--- src/rtl/csspi_pkg.sv ---
package csspi_pkg;

    typedef enum logic [1:0] {
        ST_IDLE = 2'd0,
        ST_LEAD = 2'd1,
        ST_LOW  = 2'd2,
        ST_HIGH = 2'd3
    } csspi_state_e;

endpackage

--- src/rtl/csspi_div_calc.sv ---
// Turns a raw divide value into period, high-phase and low-phase lengths.
module csspi_div_calc #(
    parameter int DIV_W = 8,
    localparam int CNT_W = DIV_W + 1
) (
    input  logic [DIV_W-1:0] div_raw,
    output logic [CNT_W-1:0] per_len,
    output logic [CNT_W-1:0] hi_len,
    output logic [CNT_W-1:0] lo_len
);
    localparam logic [CNT_W-1:0] ONE_C = CNT_W'(1);

    logic [CNT_W-1:0] g_eff;

    always_comb begin
        // a zero divide value runs as one
        g_eff   = (div_raw == '0) ? ONE_C : CNT_W'(div_raw);
        per_len = g_eff + ONE_C;
        // high phase gets the extra cycle when g is even
        hi_len  = (g_eff >> 1) + ONE_C;
        lo_len  = per_len - hi_len;
    end


    always_comb begin
        phase_sum_chk: assert (hi_len + lo_len == per_len && lo_len != '0);
    end

endmodule

--- src/rtl/csspi_shifter.sv ---
// Transmit and receive shift registers; transmit word is left aligned.
module csspi_shifter #(
    parameter int DATA_W = 16,
    localparam int LEN_W = $clog2(DATA_W + 1)
) (
    input  logic              clk,
    input  logic              rst_n,
    input  logic              load,
    input  logic [DATA_W-1:0] tx_in,
    input  logic [LEN_W-1:0]  len,
    input  logic              step,
    input  logic              hold_tx,
    input  logic              din,
    output logic              dout,
    output logic [DATA_W-1:0] rx_word
);
    localparam logic [LEN_W-1:0] FULL_LEN = LEN_W'(DATA_W);

    typedef struct packed {
        logic [DATA_W-1:0] tx;
        logic [DATA_W-1:0] rx;
    } sh_regs_t;

    sh_regs_t r_d, r_q;

    always_comb begin
        r_d = r_q;
        if (load) begin
            r_d.tx = tx_in << (FULL_LEN - len);
            r_d.rx = '0;
        end else if (step) begin
            r_d.rx = {r_q.rx[DATA_W-2:0], din};
            if (!hold_tx) begin
                r_d.tx = {r_q.tx[DATA_W-2:0], 1'b0};
            end
        end
    end

    always_ff @(posedge clk or negedge rst_n) begin
        if (!rst_n) begin
            r_q <= '0;
        end else begin
            r_q <= r_d;
        end
    end

    assign dout    = r_q.tx[DATA_W-1];
    assign rx_word = r_q.rx;


    dout_moves_on_step_chk: assert property (@(posedge clk) disable iff (!rst_n)
        (!load && !step) |=> $stable(dout));

endmodule

--- src/rtl/csspi_master.sv ---
module csspi_master #(
    parameter int DATA_W = 16,
    parameter int DIV_W  = 8,
    localparam int LEN_W = $clog2(DATA_W + 1),
    localparam int CNT_W = DIV_W + 1
) (
    input  logic              clk,
    input  logic              rst_n,
    input  logic              start,
    input  logic [DATA_W-1:0] tx_data,
    input  logic [LEN_W-1:0]  word_len,
    input  logic [DIV_W-1:0]  clk_div,
    output logic              busy,
    output logic              done,
    output logic [DATA_W-1:0] rx_data,
    output logic              spi_sclk,
    output logic              spi_sel_n,
    output logic              spi_dout,
    output logic              spi_dout_en,
    input  logic              spi_din
);
    import csspi_pkg::*;

    localparam logic [CNT_W-1:0] ONE_C    = CNT_W'(1);
    localparam logic [LEN_W-1:0] ONE_L    = LEN_W'(1);
    localparam logic [LEN_W-1:0] FULL_LEN = LEN_W'(DATA_W);

    typedef struct packed {
        csspi_state_e      st;
        logic [CNT_W-1:0]  cnt;
        logic [CNT_W-1:0]  hi;
        logic [CNT_W-1:0]  lo;
        logic [LEN_W-1:0]  bits;
        logic [LEN_W-1:0]  len;
        logic              sclk;
        logic              sel_n;
        logic              oe;
        logic              done;
        logic [DATA_W-1:0] rx_out;
    } regs_t;

    localparam regs_t RESET_REGS = '{
        st:     ST_IDLE,
        cnt:    '0,
        hi:     '0,
        lo:     '0,
        bits:   '0,
        len:    '0,
        sclk:   1'b1,
        sel_n:  1'b1,
        oe:     1'b0,
        done:   1'b0,
        rx_out: '0
    };

    regs_t r_d, r_q;

    logic [CNT_W-1:0]  per_len_w, hi_len_w, lo_len_w;
    logic [LEN_W-1:0]  n_eff;
    logic              load_w, step_w, hold_w;
    logic              shift_dout;
    logic [DATA_W-1:0] shift_rx;

    csspi_div_calc #(.DIV_W(DIV_W)) i_div (
        .div_raw (clk_div),
        .per_len (per_len_w),
        .hi_len  (hi_len_w),
        .lo_len  (lo_len_w)
    );

    csspi_shifter #(.DATA_W(DATA_W)) i_shift (
        .clk     (clk),
        .rst_n   (rst_n),
        .load    (load_w),
        .tx_in   (tx_data),
        .len     (n_eff),
        .step    (step_w),
        .hold_tx (hold_w),
        .din     (spi_din),
        .dout    (shift_dout),
        .rx_word (shift_rx)
    );

    always_comb begin
        if (word_len == '0) begin
            n_eff = ONE_L;
        end else if (word_len > FULL_LEN) begin
            n_eff = FULL_LEN;
        end else begin
            n_eff = word_len;
        end
    end

    always_comb begin
        r_d      = r_q;
        r_d.done = 1'b0;
        load_w   = 1'b0;
        step_w   = 1'b0;
        hold_w   = 1'b0;
        unique case (r_q.st)
            ST_IDLE: begin
                if (start) begin
                    r_d.st    = ST_LEAD;
                    r_d.cnt   = per_len_w - ONE_C;
                    r_d.hi    = hi_len_w;
                    r_d.lo    = lo_len_w;
                    r_d.len   = n_eff;
                    r_d.bits  = n_eff;
                    r_d.sel_n = 1'b0;
                    r_d.oe    = 1'b1;
                    load_w    = 1'b1;
                end
            end
            ST_LEAD: begin
                if (r_q.cnt == '0) begin
                    r_d.st   = ST_LOW;
                    r_d.cnt  = r_q.lo - ONE_C;
                    r_d.sclk = 1'b0;
                end else begin
                    r_d.cnt = r_q.cnt - ONE_C;
                end
            end
            ST_LOW: begin
                if (r_q.cnt == '0) begin
                    r_d.st   = ST_HIGH;
                    r_d.cnt  = r_q.hi - ONE_C;
                    r_d.sclk = 1'b1;
                    r_d.bits = r_q.bits - ONE_L;
                    step_w   = 1'b1;
                    hold_w   = (r_q.bits == ONE_L);
                end else begin
                    r_d.cnt = r_q.cnt - ONE_C;
                end
            end
            ST_HIGH: begin
                if (r_q.cnt != '0) begin
                    r_d.cnt = r_q.cnt - ONE_C;
                end else if (r_q.bits == '0) begin
                    r_d.st     = ST_IDLE;
                    r_d.sel_n  = 1'b1;
                    r_d.oe     = 1'b0;
                    r_d.done   = 1'b1;
                    r_d.rx_out = shift_rx;
                end else begin
                    r_d.st   = ST_LOW;
                    r_d.cnt  = r_q.lo - ONE_C;
                    r_d.sclk = 1'b0;
                end
            end
            default: r_d = RESET_REGS;
        endcase
    end

    always_ff @(posedge clk or negedge rst_n) begin
        if (!rst_n) begin
            r_q <= RESET_REGS;
        end else begin
            r_q <= r_d;
        end
    end

    assign busy        = (r_q.st != ST_IDLE);
    assign done        = r_q.done;
    assign rx_data     = r_q.rx_out;
    assign spi_sclk    = r_q.sclk;
    assign spi_sel_n   = r_q.sel_n;
    assign spi_dout_en = r_q.oe;
    assign spi_dout    = shift_dout;


    idle_clk_high_chk: assert property (@(posedge clk) disable iff (!rst_n)
        spi_sel_n |-> spi_sclk);


    fall_inside_select_chk: assert property (@(posedge clk) disable iff (!rst_n)
        $fell(spi_sclk) |-> (!spi_sel_n && spi_dout_en));


    release_at_deselect_chk: assert property (@(posedge clk) disable iff (!rst_n)
        $rose(spi_sel_n) |-> (spi_sclk && !spi_dout_en && done));


    done_single_chk: assert property (@(posedge clk) disable iff (!rst_n)
        done |=> !done);


    rx_hold_chk: assert property (@(posedge clk) disable iff (!rst_n)
        !done |-> $stable(rx_data));


    no_reload_busy_chk: assert property (@(posedge clk) disable iff (!rst_n)
        busy |-> !load_w);


    len_kept_busy_chk: assert property (@(posedge clk) disable iff (!rst_n)
        (busy && start) |=> $stable(r_q.len));

endmodule

--- config.mk ---
export PLATFORM = sky130hd
export DESIGN_NAME = csspi_master
export DESIGN_NICKNAME = d
export VERILOG_FILES = /design/src/rtl/csspi_pkg.sv /design/src/rtl/csspi_div_calc.sv /design/src/rtl/csspi_shifter.sv /design/src/rtl/csspi_master.sv
export SDC_FILE = /design/constraint.sdc
export NUM_CORES = 1
export LEC_CHECK = 0
export ABC_AREA = 0
export BUFFER_PORTS_ARGS = -buffer_cell sky130_fd_sc_hd__buf_2
export CAP_MARGIN = 0
export CELL_PAD_IN_SITES_DETAIL_PLACEMENT = 0
export CELL_PAD_IN_SITES_GLOBAL_PLACEMENT = 2
export CORE_MARGIN = 2
export CORE_UTILIZATION = 37
export DETAILED_ROUTE_END_ITERATION = 8
export PLACE_DENSITY = 0.84
export SETUP_SLACK_MARGIN = 0.02
export SYNTH_ARGS = -nofsm -noshare
export SYNTH_HDL_FRONTEND = slang
export SYNTH_HIERARCHICAL = 1
export SYNTH_SLANG_ARGS = --single-unit
--- constraint.sdc ---
create_clock -name clk -period 2.95 [get_ports clk]
set_input_delay 0.295 -clock clk [delete_from_list [all_inputs] [get_ports clk]]
set_output_delay 0.295 -clock clk [all_outputs]
set_load 0.005 [all_outputs]
==> impl_summary.md <==
Run status
The flow ran to the end, and the final reports show no timing, DRC or antenna violations.

STA
In the finished design, the share of the clock period the worst path needs comes to 0.8509. Adding up every negative setup slack in the final design gives 0 ps. Setup repair after global routing left no endpoint under its margin. For the pin with the worst max-slew slack, the measured transition is 731.5 ps.

The shortest clock period the worst path allows after layout is 2510 ps. The number of hold-slack violations in the final timing report is 0. The final setup violation count is 0. Once routing completed, OpenROAD measured the worst setup slack at 439.9 ps.

The headroom to the max-slew limit is 0.5105. The setup clock skew after layout is 10.38 ps. The max-slew violation count is 0. For this run, the top clock speed supported by timing is 0.3984 GHz.

Finish
The repair_antennas step left the layout with diodes totalling 0. The area growth from synthesis to layout is 8.861%. The layout cell share with drive strength beyond 1 is 0.1678. At the end of the flow, the number of nets in the layout was 773. The layout filler cell count is 1,699. For this run, the share of the core covered by cells in the final layout is 0.4089.

Leaving out fill and tap cells, the most frequent cells in the layout are sky130_fd_sc_hd__nand2_1 (117), sky130_fd_sc_hd__dfrtp_1 (84), sky130_fd_sc_hd__nor2_1 (64). The most common cell after layout, fill and taps aside is sky130_fd_sc_hd__nand2_1.

Synth
The async set-or-reset flop fraction in the synthesized netlist is 1.000. The dominant register cell in the synthesized netlist is sky130_fd_sc_hd__dfrtp_1. The post-synthesis compound-gate area fraction was 0.1313. The count of warnings emitted by yosys is 6. After synthesis, the largest family of logic cells by area is simple AND/OR/NAND/NOR gates. The number of storage elements in the synthesis netlist is 86.

The mean cell area of the mapped netlist is 8.773 um2. The count of cell types in the netlist is 77. When the netlist entered floorplanning its net count stood at 756. Yosys attributes the largest share of cell area to sky130_fd_sc_hd__dfrtp_1 (34%), sky130_fd_sc_hd__nand2_1 (7.1%), sky130_fd_sc_hd__mux2i_1 (6.5%). Measured against the total synthesized area, the mux share comes to 0.1060. Of the total synthesized cell area, the portion taken by full adders, half adders and majority gates is 0.03763. The number of synthesized flops with an enable pin is 0.

The simple logic cell fraction of the synthesized area is 0.2215. The top-area cell type share of the netlist area is 0.3399. The largest total area in the synthesized netlist belongs to sky130_fd_sc_hd__dfrtp_1. The cell area after synthesis is 0.006185 mm2. For this run, the register share of the synthesized area comes to 0.3484. The cell count after synthesis is 705. Of the total synthesized cell area, the portion taken by XOR and XNOR cells is 0.05928.

Global routing
The first global-routing pass estimated 24,720 um of wire. The initial antenna violation count is 0. The largest net degree at the start of global routing is 54. The leftover overflow at the end of global routing is 0.

The total routing usage reported by global routing is 0.1724. The number of global-route vias before repair came to 4,771.

Worst setup path
The start point of the critical path is r_q[48]$_DFFE_PN0P_. The startpoint-to-endpoint class of the critical path is reg2reg. The path depth of the worst reg2reg path is 9. Among the stages of the critical path, the cell type that occurs most often is sky130_fd_sc_hd__nand2b_1.

The gate family responsible for the most delay along the worst path is simple AND/OR/NAND/NOR gates. The critical path goes through inv_1 > ha_1 > nor2b_1 > nand3_1 > nor2_2 > and3_1 > nand2b_1 > nand2b_1 > o22a_1. The beginning of the worst register-to-register path is r_q[48]$_DFFE_PN0P_.

On the critical path, the stage with the largest delay is an instance of sky130_fd_sc_hd__dfrtp_1. The launching element type of the critical path is a register. The endpoint type of the worst setup path is a register. The end point of the critical path is i_shift/r_q[30]$_DFFE_PN0P_. The count of cell instances traversed by the critical path is 9. In this run the register-to-register setup slack is 440 ps. The required time of the critical path is 3180 ps. Counting both buffers and inverters, the worst setup path holds a total of 1. The worst reg2reg path endpoint is i_shift/r_q[30]$_DFFE_PN0P_.

The stage delay of the slowest cell on the critical path is 430 ps. Data on the critical path arrives at its endpoint at 2740 ps. Of all nets on the critical path, the largest fanout is 14.

Clock network
Counting along the longest clock path gives a buffer depth of 2. In this run, CTS created clock tree buffers numbering 9. The post-cts hold buffer count is 0.

The clock net in this run drives a total of 86 sinks. The root buffer cell chosen for the clock tree is sky130_fd_sc_hd__clkbuf_16. The H-tree was split into 3 levels. The clock transition at the register clock pins on the worst setup and hold paths after CTS is 70 ps. Buffers added to address setup during post-CTS repair amount to 0.

TritonCTS built the clock tree. At the later pin of the worst-skew pair, clock insertion delay measures 350 ps. The number of gates resized after cts is 0.

Worst hold path
The min-delay analysis places its worst path in the category in2async.

Placement
The number of buffer cells added on primary ports is 54. The congestion estimate from routability-driven global placement came to 0.8792. Detailed placement finished with a half-perimeter wire length of 11,070 um. At the placement stage, the worst setup path has a slack of 189.4 ps.

Floorplanning
The initial utilization of the core area, before any placement, comes to 0.3756. In this run the count of I/O pins placed on the die edge is 55. The floorplan step defined a die boundary enclosing 0.01776 mm2.

The number of placement rows is 47. The region available for standard cell placement spans 0.01647 mm2. The overall die height is 133.3 um.

Measured along the x axis, the die boundary spans 133.3 um.

Route
The DRC violation total after the first TritonRoute iteration is 271. After detailed routing, the average wire length per cell comes to 15.52 um. The overall routed net length is 14,700 um. The total iterations of the first detailed-routing run is 4.

The count of vias placed by the detailed router is 4,954. After detailed routing, the number of vias per cell comes to 5.231. After detailed routing, the number of remaining DRC violations is 0.

The detail route stage leaves a number of antenna-violating nets equal to 0.

Power
The highest ir drop seen on vdd is 459.0 uV. Dividing total power by cell area gives a power density of 756.4 mW/mm2. The cell leakage power is 3.038 nW.

Flow run
The number of max-cap violations is 0.
==> cells by family (layout without fill, tap and decap cells) <==
group / Yosys count / count (layout)
compound gates: 118 / 118
xor+xnor: 41 / 41
fa+ha+maj: 18 / 18
buf+inv: 103 / 125
flops: 86 / 86
mux: 52 / 52
other cells: 1 / 1
simple gates: 286 / 286
==> metrics by stage <==
step / hold WS (ps) / power, mW / cell area, um2 / instances
after floorplan: -0.5911 / 3.545 / 6185 / 705
after global placement: 399.3 / 3.943 / 6439 / 931
after detailed placement: 409.5 / 3.981 / 6439 / 931
after CTS: 36.06 / 5.124 / 6733 / 947
after global routing: 77.38 / 5.481 / 6733 / 947
final: 12.94 / 5.092 / 6733 / 947
==> report_power, final <==
group	switching, mW	internal, mW
combinational	1.03	0.886
sequential	0.452	1.61
clock	0.510	0.609
==> worst min path at each step <==
stage	from	to	slack, ps	depth (start not counted)
finish	rst_n	r_q[49]$_DFFE_PN0P_	10	1
global route	rst_n	r_q[49]$_DFFE_PN0P_	80	1
CTS	rst_n	r_q[50]$_DFFE_PN0P_	40	1
detailed placement	rst_n	r_q[50]$_DFFE_PN0P_	410	1
global placement	rst_n	r_q[50]$_DFFE_PN0P_	400	1
floorplan	rst_n	done$_DFF_PN0_	-0.6	0
==> state kept, by name, summed over array words and instances (netlist names) <==
register         cells
i_shift/dout         1
rx_data             16
r_q                 34
done                 1
spi_sel_n            1
i_shift/r_q         15
spi_dout_en          1
i_shift/rx_word     16
spi_sclk             1
==> cell type report <==
cell class	instances	area [um2]	share of cell area
clock inverter	6	55.05	0.008177
tap	220	275.3	0.04088
sequential	86	2155	0.3200
multi-input combinational	516	3443	0.5114
timing repair buffer	77	445.4	0.06616
inverter	32	120.1	0.01784
clock buffer	10	239.0	0.03550
==> metal layers <==
layer,vias up,track usage,wire length [um]
met3,16,0.02968,554
met5,-,0,0
met2,109,0.2620,6470
met4,0,0.04787,214
met1,2356,0.2531,7461
li1,2473,-,-
==> synthesized netlist by cell type, types with 6 or more instances <==
master and number:
sky130_fd_sc_hd__o32a_1 6, sky130_fd_sc_hd__nor3b_1 7, sky130_fd_sc_hd__nor2b_1 6, sky130_fd_sc_hd__xnor2_1 31, sky130_fd_sc_hd__dfrtp_1 84, sky130_fd_sc_hd__clkbuf_1 18
sky130_fd_sc_hd__nand2b_1 8, sky130_fd_sc_hd__buf_2 7, sky130_fd_sc_hd__or3_1 6, sky130_fd_sc_hd__nor3_1 17, sky130_fd_sc_hd__ha_1 17, sky130_fd_sc_hd__buf_4 37
sky130_fd_sc_hd__a211oi_1 7, sky130_fd_sc_hd__o32ai_1 6, sky130_fd_sc_hd__o21ai_0 28, sky130_fd_sc_hd__o21a_1 8, sky130_fd_sc_hd__xor2_1 9, sky130_fd_sc_hd__inv_1 29
sky130_fd_sc_hd__mux4_2 8, sky130_fd_sc_hd__nand4_1 13, sky130_fd_sc_hd__nor4_1 8, sky130_fd_sc_hd__nand3_1 13, sky130_fd_sc_hd__a21o_1 6, sky130_fd_sc_hd__a21oi_1 20
sky130_fd_sc_hd__nor2_1 65, sky130_fd_sc_hd__nand2_1 117, sky130_fd_sc_hd__mux2i_1 40
Power figures use the tool's default switching activity.
